[config.mk]
export PLATFORM = sky130hd
export DESIGN_NAME = short_gap_governor
export DESIGN_NICKNAME = d
export VERILOG_FILES = /design/src/rtl/sgap_pkg.sv /design/src/rtl/sgap_holdoff_dp.sv /design/src/rtl/sgap_ctrl.sv /design/src/rtl/short_gap_governor.sv
export SDC_FILE = /design/constraint.sdc
export NUM_CORES = 1
export LEC_CHECK = 0
export BUFFER_PORTS_ARGS = -buffer_cell sky130_fd_sc_hd__buf_2
export CAP_MARGIN = 40
export CORE_MARGIN = 10
export CORE_UTILIZATION = 51
export CTS_CLUSTER_DIAMETER = 150
export DETAILED_ROUTE_END_ITERATION = 8
export PLACE_DENSITY = 0.73
export SLEW_MARGIN = 5
export SYNTH_ARGS = -nofsm -noshare
export SYNTH_HDL_FRONTEND = slang
export SYNTH_HIERARCHICAL = 1
export SYNTH_SLANG_ARGS = --single-unit
[constraint.sdc]
create_clock -name clk -period 2.4 [get_ports clk]
set_input_delay 0.12 -clock clk [delete_from_list [all_inputs] [get_ports clk]]
set_output_delay 0.12 -clock clk [all_outputs]
set_load 0.02 [all_outputs]
[src/rtl/sgap_pkg.sv]
`timescale 1ns/1ps
package sgap_pkg;

  // Strobes from control to the hold-off datapath; priority clear > load > dec
  typedef struct packed {
    logic clear;
    logic load;
    logic dec;
  } holdoff_cmd_t;

endpackage

[src/rtl/sgap_holdoff_dp.sv]
`timescale 1ns/1ps
module sgap_holdoff_dp
  import sgap_pkg::*;
#(
  parameter int HOLDOFF_CYCLES = 10000
) (
  input  logic         clk,
  input  logic         rstN,
  input  holdoff_cmd_t cmd,
  output logic         cntZero
);

  localparam int CNT_W = (HOLDOFF_CYCLES < 2) ? 1 : $clog2(HOLDOFF_CYCLES + 1);

  generate
    if (HOLDOFF_CYCLES == 0) begin : g_noHoldoff
      // A zero-length window: the limiter never blocks.
      assign cntZero = 1'b1;
    end else begin : g_counter
      localparam logic [CNT_W-1:0] LOAD_VAL = CNT_W'(HOLDOFF_CYCLES);
      logic [CNT_W-1:0] count;

      always_ff @(posedge clk or negedge rstN) begin
        if (!rstN) begin
          count <= '0;
        end else if (cmd.clear) begin
          count <= '0;
        end else if (cmd.load) begin
          count <= LOAD_VAL;
        end else if (cmd.dec && (count != '0)) begin
          count <= count - CNT_W'(1);
        end
      end

      assign cntZero = (count == '0);

      AST_LOAD_FULL_WINDOW: assert property (@(posedge clk) disable iff (!rstN)
        (cmd.load && !cmd.clear) |=> (count == LOAD_VAL));
      AST_COUNT_DOWN_BY_ONE: assert property (@(posedge clk) disable iff (!rstN)
        (cmd.dec && !cmd.load && !cmd.clear) |=> ((count + CNT_W'(1)) == $past(count)));
      AST_NO_OVERRUN: assert property (@(posedge clk) disable iff (!rstN)
        (count <= LOAD_VAL));
      AST_CLEAR_EMPTIES: assert property (@(posedge clk) disable iff (!rstN)
        cmd.clear |=> (count == '0));
    end
  endgenerate

endmodule

[src/rtl/sgap_ctrl.sv]
`timescale 1ns/1ps
module sgap_ctrl
  import sgap_pkg::*;
#(
  parameter int HOLDOFF_CYCLES = 10000
) (
  input  logic         clk,
  input  logic         rstN,
  input  logic         shortGapEn,
  input  logic         limitEn,
  input  logic         gapReq,
  input  logic         pktStart,
  input  logic         pktShortGap,
  input  logic         cntZero,
  output holdoff_cmd_t cmd,
  output logic         grant
);

  localparam bit HAS_WINDOW = (HOLDOFF_CYCLES > 0);

  logic limitActive;
  logic shortStart;

  assign limitActive = shortGapEn & limitEn;
  assign shortStart  = pktStart & pktShortGap;

  always_comb begin
    cmd       = '0;
    cmd.clear = !limitActive;
    cmd.load  = limitActive & shortStart;
    cmd.dec   = limitActive & !shortStart & !cntZero;
  end

  // Short gap allowed: enabled, requested, and not inside a hold-off window
  assign grant = shortGapEn & gapReq & (!limitActive | cntZero);

  AST_NO_GRANT_SG_OFF: assert property (@(posedge clk) disable iff (!rstN)
    !shortGapEn |-> !grant);
  AST_HOLDOFF_BLOCKS: assert property (@(posedge clk) disable iff (!rstN)
    (limitActive && !cntZero) |-> !grant);
  AST_FREE_WHEN_UNLIMITED: assert property (@(posedge clk) disable iff (!rstN)
    (shortGapEn && !limitEn && gapReq) |-> grant);
  AST_SHORT_START_BLOCKS: assert property (@(posedge clk) disable iff (!rstN)
    (HAS_WINDOW && limitActive && shortStart) |=> !cntZero);
  AST_NORMAL_GAP_NO_WINDOW: assert property (@(posedge clk) disable iff (!rstN)
    (limitActive && pktStart && !pktShortGap && cntZero) |=> cntZero);
  AST_DISABLE_CANCELS: assert property (@(posedge clk) disable iff (!rstN)
    !limitActive |=> cntZero);

endmodule

[src/rtl/short_gap_governor.sv]
`timescale 1ns/1ps
module short_gap_governor
  import sgap_pkg::*;
#(
  parameter int HOLDOFF_CYCLES = 10000
) (
  input  logic clk,
  input  logic rstN,
  input  logic shortGapEn,
  input  logic limitEn,
  input  logic gapReq,
  input  logic pktStart,
  input  logic pktShortGap,
  output logic grant
);

  holdoff_cmd_t holdCmd;
  logic         holdZero;

  sgap_ctrl #(
    .HOLDOFF_CYCLES(HOLDOFF_CYCLES)
  ) i_ctrl (
    .clk        (clk),
    .rstN       (rstN),
    .shortGapEn (shortGapEn),
    .limitEn    (limitEn),
    .gapReq     (gapReq),
    .pktStart   (pktStart),
    .pktShortGap(pktShortGap),
    .cntZero    (holdZero),
    .cmd        (holdCmd),
    .grant      (grant)
  );

  sgap_holdoff_dp #(
    .HOLDOFF_CYCLES(HOLDOFF_CYCLES)
  ) i_dp (
    .clk    (clk),
    .rstN   (rstN),
    .cmd    (holdCmd),
    .cntZero(holdZero)
  );

endmodule

## Yosys cells after proc, flatten, opt, wreduce, memory -nomap -nowiden

Index checks and enable logic that the tools add are counted.

- Bits in registers: 14
- Output and inout bits: 1
- Word-level logic and storage cells: 20

- $add $sub $neg: 1
- Eq/ne operators: 1
- Mux-type cells: 3
- Bitwise operators: 8
- Reductions and logical operators: 6

Operator list:

| kind | number |
|---|---|
| 2-to-1 mux 14 bit | 3 |
| zero test 14 bit | 1 |
| nonzero test 14 bit | 1 |
| subtractor 14 x 1 -> 14 bit (second input constant) | 1 |
| AND 1 bit | 7 |
| zero test 1 bit | 3 |
| inequality test 3 x 2 -> 1 bit (second input constant) | 1 |
| logical AND 1 bit | 1 |
| bitwise OR 1 bit | 1 |

## Longest topological paths before layout

Gate-level depths: netlist of the first run.

- Depth after elaboration: 8
- Depth in mapped cells: 10
- Mapped depth without buffers: 9

## Hierarchy

Netlist of the first run, hierarchy kept.

By module, submodules not included:

| module | times used | cells an instance | area each (um^2) |
|---|---|---|---|
| sgap_holdoff_dp | 1 | 86 | 823.3 |
| sgap_ctrl | 1 | 7 | 38.8 |

## Worst setup path after synthesis of the first run

No wires, ideal clock.

- Path kind: flip-flop to flip-flop
- From: reg i_dp.g_counter.count[0]
- To: reg i_dp.g_counter.count[11]
- Arrival: 2.214 ns
- Required time: 2.335 ns
- Setup slack: 0.121 ns
- Cell stages (with the launch flop): 11
- Period minus slack after synthesis: 2.279 ns
- Cell sequence: dfrtp_1 > inv_1 > ha_1 > nor4b_4 > and4_4 > buf_6 > nor3b_2 > nor2b_1 > nand4_1 > a2111o_1 > nand2_1

RTL lines:

| item | RTL line | source |
|---|---|---|
| start, declared | sgap_holdoff_dp.sv:21 | `logic [CNT_W-1:0] count;` |
| start signal, assigned | sgap_holdoff_dp.sv:31 | `count <= count - CNT_W'(1);` |

==> results of run 1 <==
==> layer usage <==
layer	part of all wire	vias up
li1	-	381
met1	0.44	360
met4	0.018	0
met5	0	-
met3	0.095	6
met2	0.45	30
==> where the power goes <==
part / switching (mW) / total [mW] / leakage [nW] / internal (mW)
Sequential: 0.00199 / 0.239 / 0.195 / 0.237
Clock: 0.0729 / 0.131 / 0.0138 / 0.0583
Combinational: 0.0318 / 0.0506 / 0.234 / 0.0189
Total: 0.107 / 0.421 / 0.444 / 0.314
==> path summary, 6_finish.rpt <==
path                                               start                       end
worst max-delay path             i_dp/g_counter.count[1]  i_dp/g_counter.count[11]
max in group asynchronous                           rstN  i_dp/g_counter.count[12]
worst min-delay path                             limitEn   i_dp/g_counter.count[4]
worst max register to register   i_dp/g_counter.count[1]  i_dp/g_counter.count[11]
worst min register to register  i_dp/g_counter.count[12]  i_dp/g_counter.count[12]
min in group asynchronous                           rstN   i_dp/g_counter.count[1]
==> cell usage in the layout, fill, tap and decap left out, drive strengths merged, types with 3 or more instances in the layout <==
cell type	n
dfrtp	14
nand2	13
buf	12
a21oi	10
nor2	7
inv	6
nor3	4
clkbuf	3
nand3	3
mux2i	3
o21ai	3
nor4	3
==> worst register-to-register path, cell delays in order, from the launching register on <==
cell,delay [ns]
dfrtp_1,0.42
inv_1,0.06
ha_1,0.19
nor4b_4,0.13
and4_4,0.24
nor3b_4,0.27
nor2b_4,0.22
nand4_1,0.20
a2111o_1,0.40
nand2_1,0.07
==> Yosys cell counts, drive strengths merged (2+ instances only) <==
cell / instances / area (um^2)
dfrtp: 14 / 350.3
nand2: 13 / 51.30
a21oi: 10 / 50.05
nor2: 7 / 26.28
inv: 6 / 22.52
nor3: 4 / 20.02
mux2i: 3 / 30.03
nand3: 3 / 15.01
nor4: 3 / 33.78
o21ai: 3 / 15.01
a31oi: 2 / 12.51
nand4: 2 / 12.51
o31ai: 2 / 15.01
or3: 2 / 12.51
or4: 2 / 15.01
==> what timing repair did <==
action / CTS / global route
hold buffers: 1 / 0
endpoints found under the hold margin: 14 / 0
setup endpoints to repair: 0 / 7
gates resized for setup: 0 / 4
buffers inserted: 0 / 1
==> area by class of cell <==
class / count / area, um^2
clock buffers: 3 / 22.52
fillers: 132 / 558.0
inverters: 6 / 22.52
multi-input cells: 72 / 503.0
flip-flops and latches: 14 / 350.3
well taps: 16 / 20.02
repair buffers: 13 / 82.58
==> logic make-up after synthesis <==
kind of cell	Yosys count	synth area share
AO/OA/AOI/OAI	24	0.1887
XOR/XNOR	1	0.01016
adder cells (fa/ha/maj)	1	0.01451
buffers and inverters	7	0.03918
flip-flops	14	0.4064
multiplexers	3	0.03483
AND/OR/NAND/NOR	43	0.3062
==> impl_metrics.ini, run 1 <==
[die]
core_mm2 = 0.001559
initial_core_util = 0.5530
io_pins = 8
die_area_mm2 = 0.003735
die_h_um = 61.12
die_width_um = 61.12
fp-row-count = 14

[grt]
grt_pass1_wl_um = 3208
use_met3 = 0.04527
grt_pass1_vias = 699
track_usage = 0.1154
gr-total-overflow = 0
grtUsageMet1 = 0.1401
grt_util_met2 = 0.1775
antenna_found_initial = 0
grt_max_degree = 15
top_usage_layer = met2

[worst_hold_path]
holdPathStages = 3
hp-class = in2reg

[logic_synthesis]
netlist_area_um2 = 862.1
yosysSeqAreaShare = 0.4064
synth_nets = 101
ys.flop_type = dfrtp_1
ys_types = 34
synth-async-reset-ratio = 1.000
synth_cells = 93
ys_warn_count = 6
ys_ff_latch = 14
avgSynthCellArea_um2 = 9.270
synth_edf_count = 0

[critical_path]
critical-path-max-stage-delay_ns = 0.42
cpMaxStageDelayCell = dfrtp_1
path_cells = inv_1 > ha_1 > nor4b_4 > and4_4 > nor3b_4 > nor2b_4 > nand4_1 > a2111o_1 > nand2_1
critPathKind = reg2reg
cp.arrival_ns = 2.48
cp_num_buf_inv = 1
worstPathMaxFanout = 9
path_depth = 9
reg2reg_slack_ns = 0.15
cp_data_required_time_ns = 2.62
worst-r2r-cell-count = 9
startpoint_type = flip-flop
cp_top_family = simple AND/OR/NAND/NOR gates
cp-end-kind = flip-flop

[placed_design]
placed_cell_area_um2 = 935.9
dp_hpwl_um = 1429
dp.cells = 119
numPortBuffers = 7
place_congestion = 0.7744
dp_slack_ns = 0.07186

[sta]
max_slew_margin = 0.6255
rsz0062_at_grt = false
setup-tns-final_ns = 0
fin_crit_ns = 2.253
whs_ns = 0.2416
tightest_slew_ns = 0.5566
finalCritPeriodShare = 0.9390
setup_ws_ns = 0.1465
hold_viol = 0
finalMaxSlewViolations = 0
fin_skew_ns = 0.001539
max_freq_mhz = 443.8
final-setup-viol-count = 0

[pwr]
p_per_area_mw_per_mm2 = 420.5
p_leak_nw = 0.4435
irDropWorstVdd_uv = 368.8
power_mw = 0.4209

[outcome]
status = finished clean

[route]
drt_iter0_markers = 35
vias = 777
avgRoutedWirePerCell_um = 16.19
dr.pass1.iters = 4
totalWireLength_um = 2008
drc = 0
via_per_inst = 6.266
postRouteAntennaNets = 0

[clock_network]
clk_latency_ns = 0.28
cts_made_buffers = 3
cts-root-buf = clkbuf_4
cts_max_path_buffers = 2
cts_tree = yes
cts_sinks = 14
clkTransAtPathRegs_ns = 0.08
h-tree-depth = 1

[finish]
n_antenna_cell = 0
area_delta_synth_final_pct = 16.11
final_area_mm2 = 0.001001
num-nets-final = 118
top_regs = i_dp/g_counter.count: 14 flops
regMostFlops = i_dp/g_counter.count
drive_above_1_share = 0.2130
final_core_util = 0.6421
layout.cells.non_filler = 124
largest_reg_flops = 14

[job]
drv_cap = 0
Power figures use the tool's default switching activity.
==> run 2, diff against run 1 <==
--- a/config.mk
+++ b/config.mk
@@ -8,10 +8,11 @@
 export BUFFER_PORTS_ARGS = -buffer_cell sky130_fd_sc_hd__buf_2
 export CAP_MARGIN = 40
 export CORE_MARGIN = 10
-export CORE_UTILIZATION = 51
+export CORE_UTILIZATION = 54
+export CTS_BUF_LIST = sky130_fd_sc_hd__clkbuf_4 sky130_fd_sc_hd__clkbuf_8
 export CTS_CLUSTER_DIAMETER = 150
 export DETAILED_ROUTE_END_ITERATION = 8
-export PLACE_DENSITY = 0.73
+export PLACE_DENSITY = 0.76
 export SLEW_MARGIN = 5
 export SYNTH_ARGS = -nofsm -noshare
 export SYNTH_HDL_FRONTEND = slang
==> impl_metrics.ini, run 2 (synthesized netlist as in run 1, its figures left out) <==
[critical_path]
critPathKind = reg2reg
cp.arrival_ns = 2.50
cp_num_buf_inv = 1
cp_data_required_time_ns = 2.63
critical-path-max-stage-delay_ns = 0.42
startpoint_type = flip-flop
cp-end-kind = flip-flop
path_cells = inv_1 > ha_1 > nor4b_4 > and4_4 > nor3b_2 > nor2b_1 > nand4_1 > a2111o_1 > nand2_1
cpMaxStageDelayCell = a2111o_1
cp_top_family = simple AND/OR/NAND/NOR gates
worstPathMaxFanout = 9

[placed_design]
dp_slack_ns = 0.1907
dp_hpwl_um = 1460
placed_cell_area_um2 = 928.4
place_congestion = 0.7862
numPortBuffers = 7

[route]
drt_iter0_markers = 38
top_layer = met4
dr_wl_met3_um = 149
via_per_inst = 6.366
dr.pass1.iters = 4
drc = 0
postRouteAntennaNets = 0
wl_met2_um = 878
wl_met1_um = 860
vias = 783
totalWireLength_um = 1944
avgRoutedWirePerCell_um = 15.80

[clock_network]
cts_made_buffers = 3
cts_sinks = 14
cts_tree = yes
cts_max_path_buffers = 2
h-tree-depth = 1
clk_latency_ns = 0.29
cts-root-buf = clkbuf_4
clkTransAtPathRegs_ns = 0.09

[die]
die_h_um = 59.96
fp-row-count = 14
initial_core_util = 0.5723
io_pins = 8
die_width_um = 59.96
die_area_mm2 = 0.003595
core_mm2 = 0.001506

[grt]
grt_max_degree = 15
gr-total-overflow = 0
grt_pass1_vias = 730
antenna_found_initial = 0
grt_pass1_wl_um = 3222
track_usage = 0.1155

[finish]
largest_reg_flops = 14
final_area_um2 = 974.7
area_delta_synth_final_pct = 13.06
top_regs = i_dp/g_counter.count: 14 flops
drive_above_1_share = 0.1963
fillCellCount = 123
final_cell_mix = dfrtp_1, nand2_1, a21oi_1
n_antenna_cell = 0
layout_commonest_cell = dfrtp_1
regMostFlops = i_dp/g_counter.count
num-nets-final = 116

[sta]
fin_skew_ns = 0.001330
setup-tns-final_ns = 0
final-setup-viol-count = 0
setup_ws_ns = 0.1320
hold_viol = 0
fin_crit_ns = 2.268
max_slew_margin = 0.6146
max_freq_mhz = 440.9
tightest_slew_ns = 0.5728
rsz0062_at_grt = false
finalMaxSlewViolations = 0
finalCritPeriodShare = 0.9450

[job]
drv_cap = 0

[pwr]
p_per_area_mw_per_mm2 = 474.4
power_mw = 0.4624
irDropWorstVdd_uv = 300.3
p_leak_nw = 0.4357

[worst_hold_path]
hp-class = in2reg

[outcome]
status = finished clean
run 2: changes by cell type in the layout (fill, tap and decap cells not counted), sizes merged:
cell	previous run	this run
clkbuf	3	4
buf	12	10
run 2: area by class of cell:
| type | instances | area, um^2 | area share |
|---|---|---|---|
| clock buffer | 4 | 36.28 | 0.03723 |
| inverter | 6 | 22.52 | 0.02311 |
| multi-input combinational | 72 | 478.0 | 0.4904 |
| sequential | 14 | 350.3 | 0.3594 |
| tap | 16 | 20.02 | 0.02054 |
| timing repair buffer | 11 | 67.56 | 0.06932 |
run 2: metrics by stage:
| step | hold WS (ns) | util | cells |
|---|---|---|---|
| floorplan | -0.1756 | - | 93 |
| global placement | 0.03057 | 0.6163 | 118 |
| detailed placement | 0.03258 | 0.6163 | 118 |
| CTS | 0.1922 | 0.6470 | 123 |
| global route | 0.2079 | 0.6470 | 123 |
| finish | 0.2092 | 0.6470 | 123 |
run 2: report_power, final:
part	switching [mW]	leakage [nW]	internal, mW
Combinational	0.0294	0.219	0.0174
Clock	0.0841	0.0210	0.0925
Sequential	0.00186	0.195	0.237
Total	0.115	0.436	0.347
run 2: path summary, 6_finish.rpt:
check | end | startpoint | slack (ns) | cells after the start
max in group asynchronous | i_dp/g_counter.count[8] | rstN | 1.92 | 2
worst min register to register | i_dp/g_counter.count[12] | i_dp/g_counter.count[12] | 0.57 | 2
min in group asynchronous | i_dp/g_counter.count[2] | rstN | 0.24 | 2
worst max-delay path | i_dp/g_counter.count[11] | i_dp/g_counter.count[0] | 0.13 | 9
worst min-delay path | i_dp/g_counter.count[8] | limitEn | 0.21 | 3
worst max register to register | i_dp/g_counter.count[11] | i_dp/g_counter.count[0] | 0.13 | 9
run 2: repair_timing:
action                                  CTS  global route
endpoints found under the setup margin    0             0
hold buffers                              1             0
buffers inserted                          0             0
gates resized for setup                   0             0
hold endpoints to repair                 14             0
run 2: layer usage:
metal,track usage,vias up
met5,0,-
met1,0.1418,372
met2,0.1750,26
li1,-,378
met3,0.02966,7
met4,0.07051,0
run 2: worst reg2reg max path, stage by stage (launching register included):
cell,delay (ns)
dfrtp_1,0.41
inv_1,0.06
ha_1,0.21
nor4b_4,0.14
and4_4,0.23
nor3b_2,0.20
nor2b_1,0.23
nand4_1,0.22
a2111o_1,0.42
nand2_1,0.09
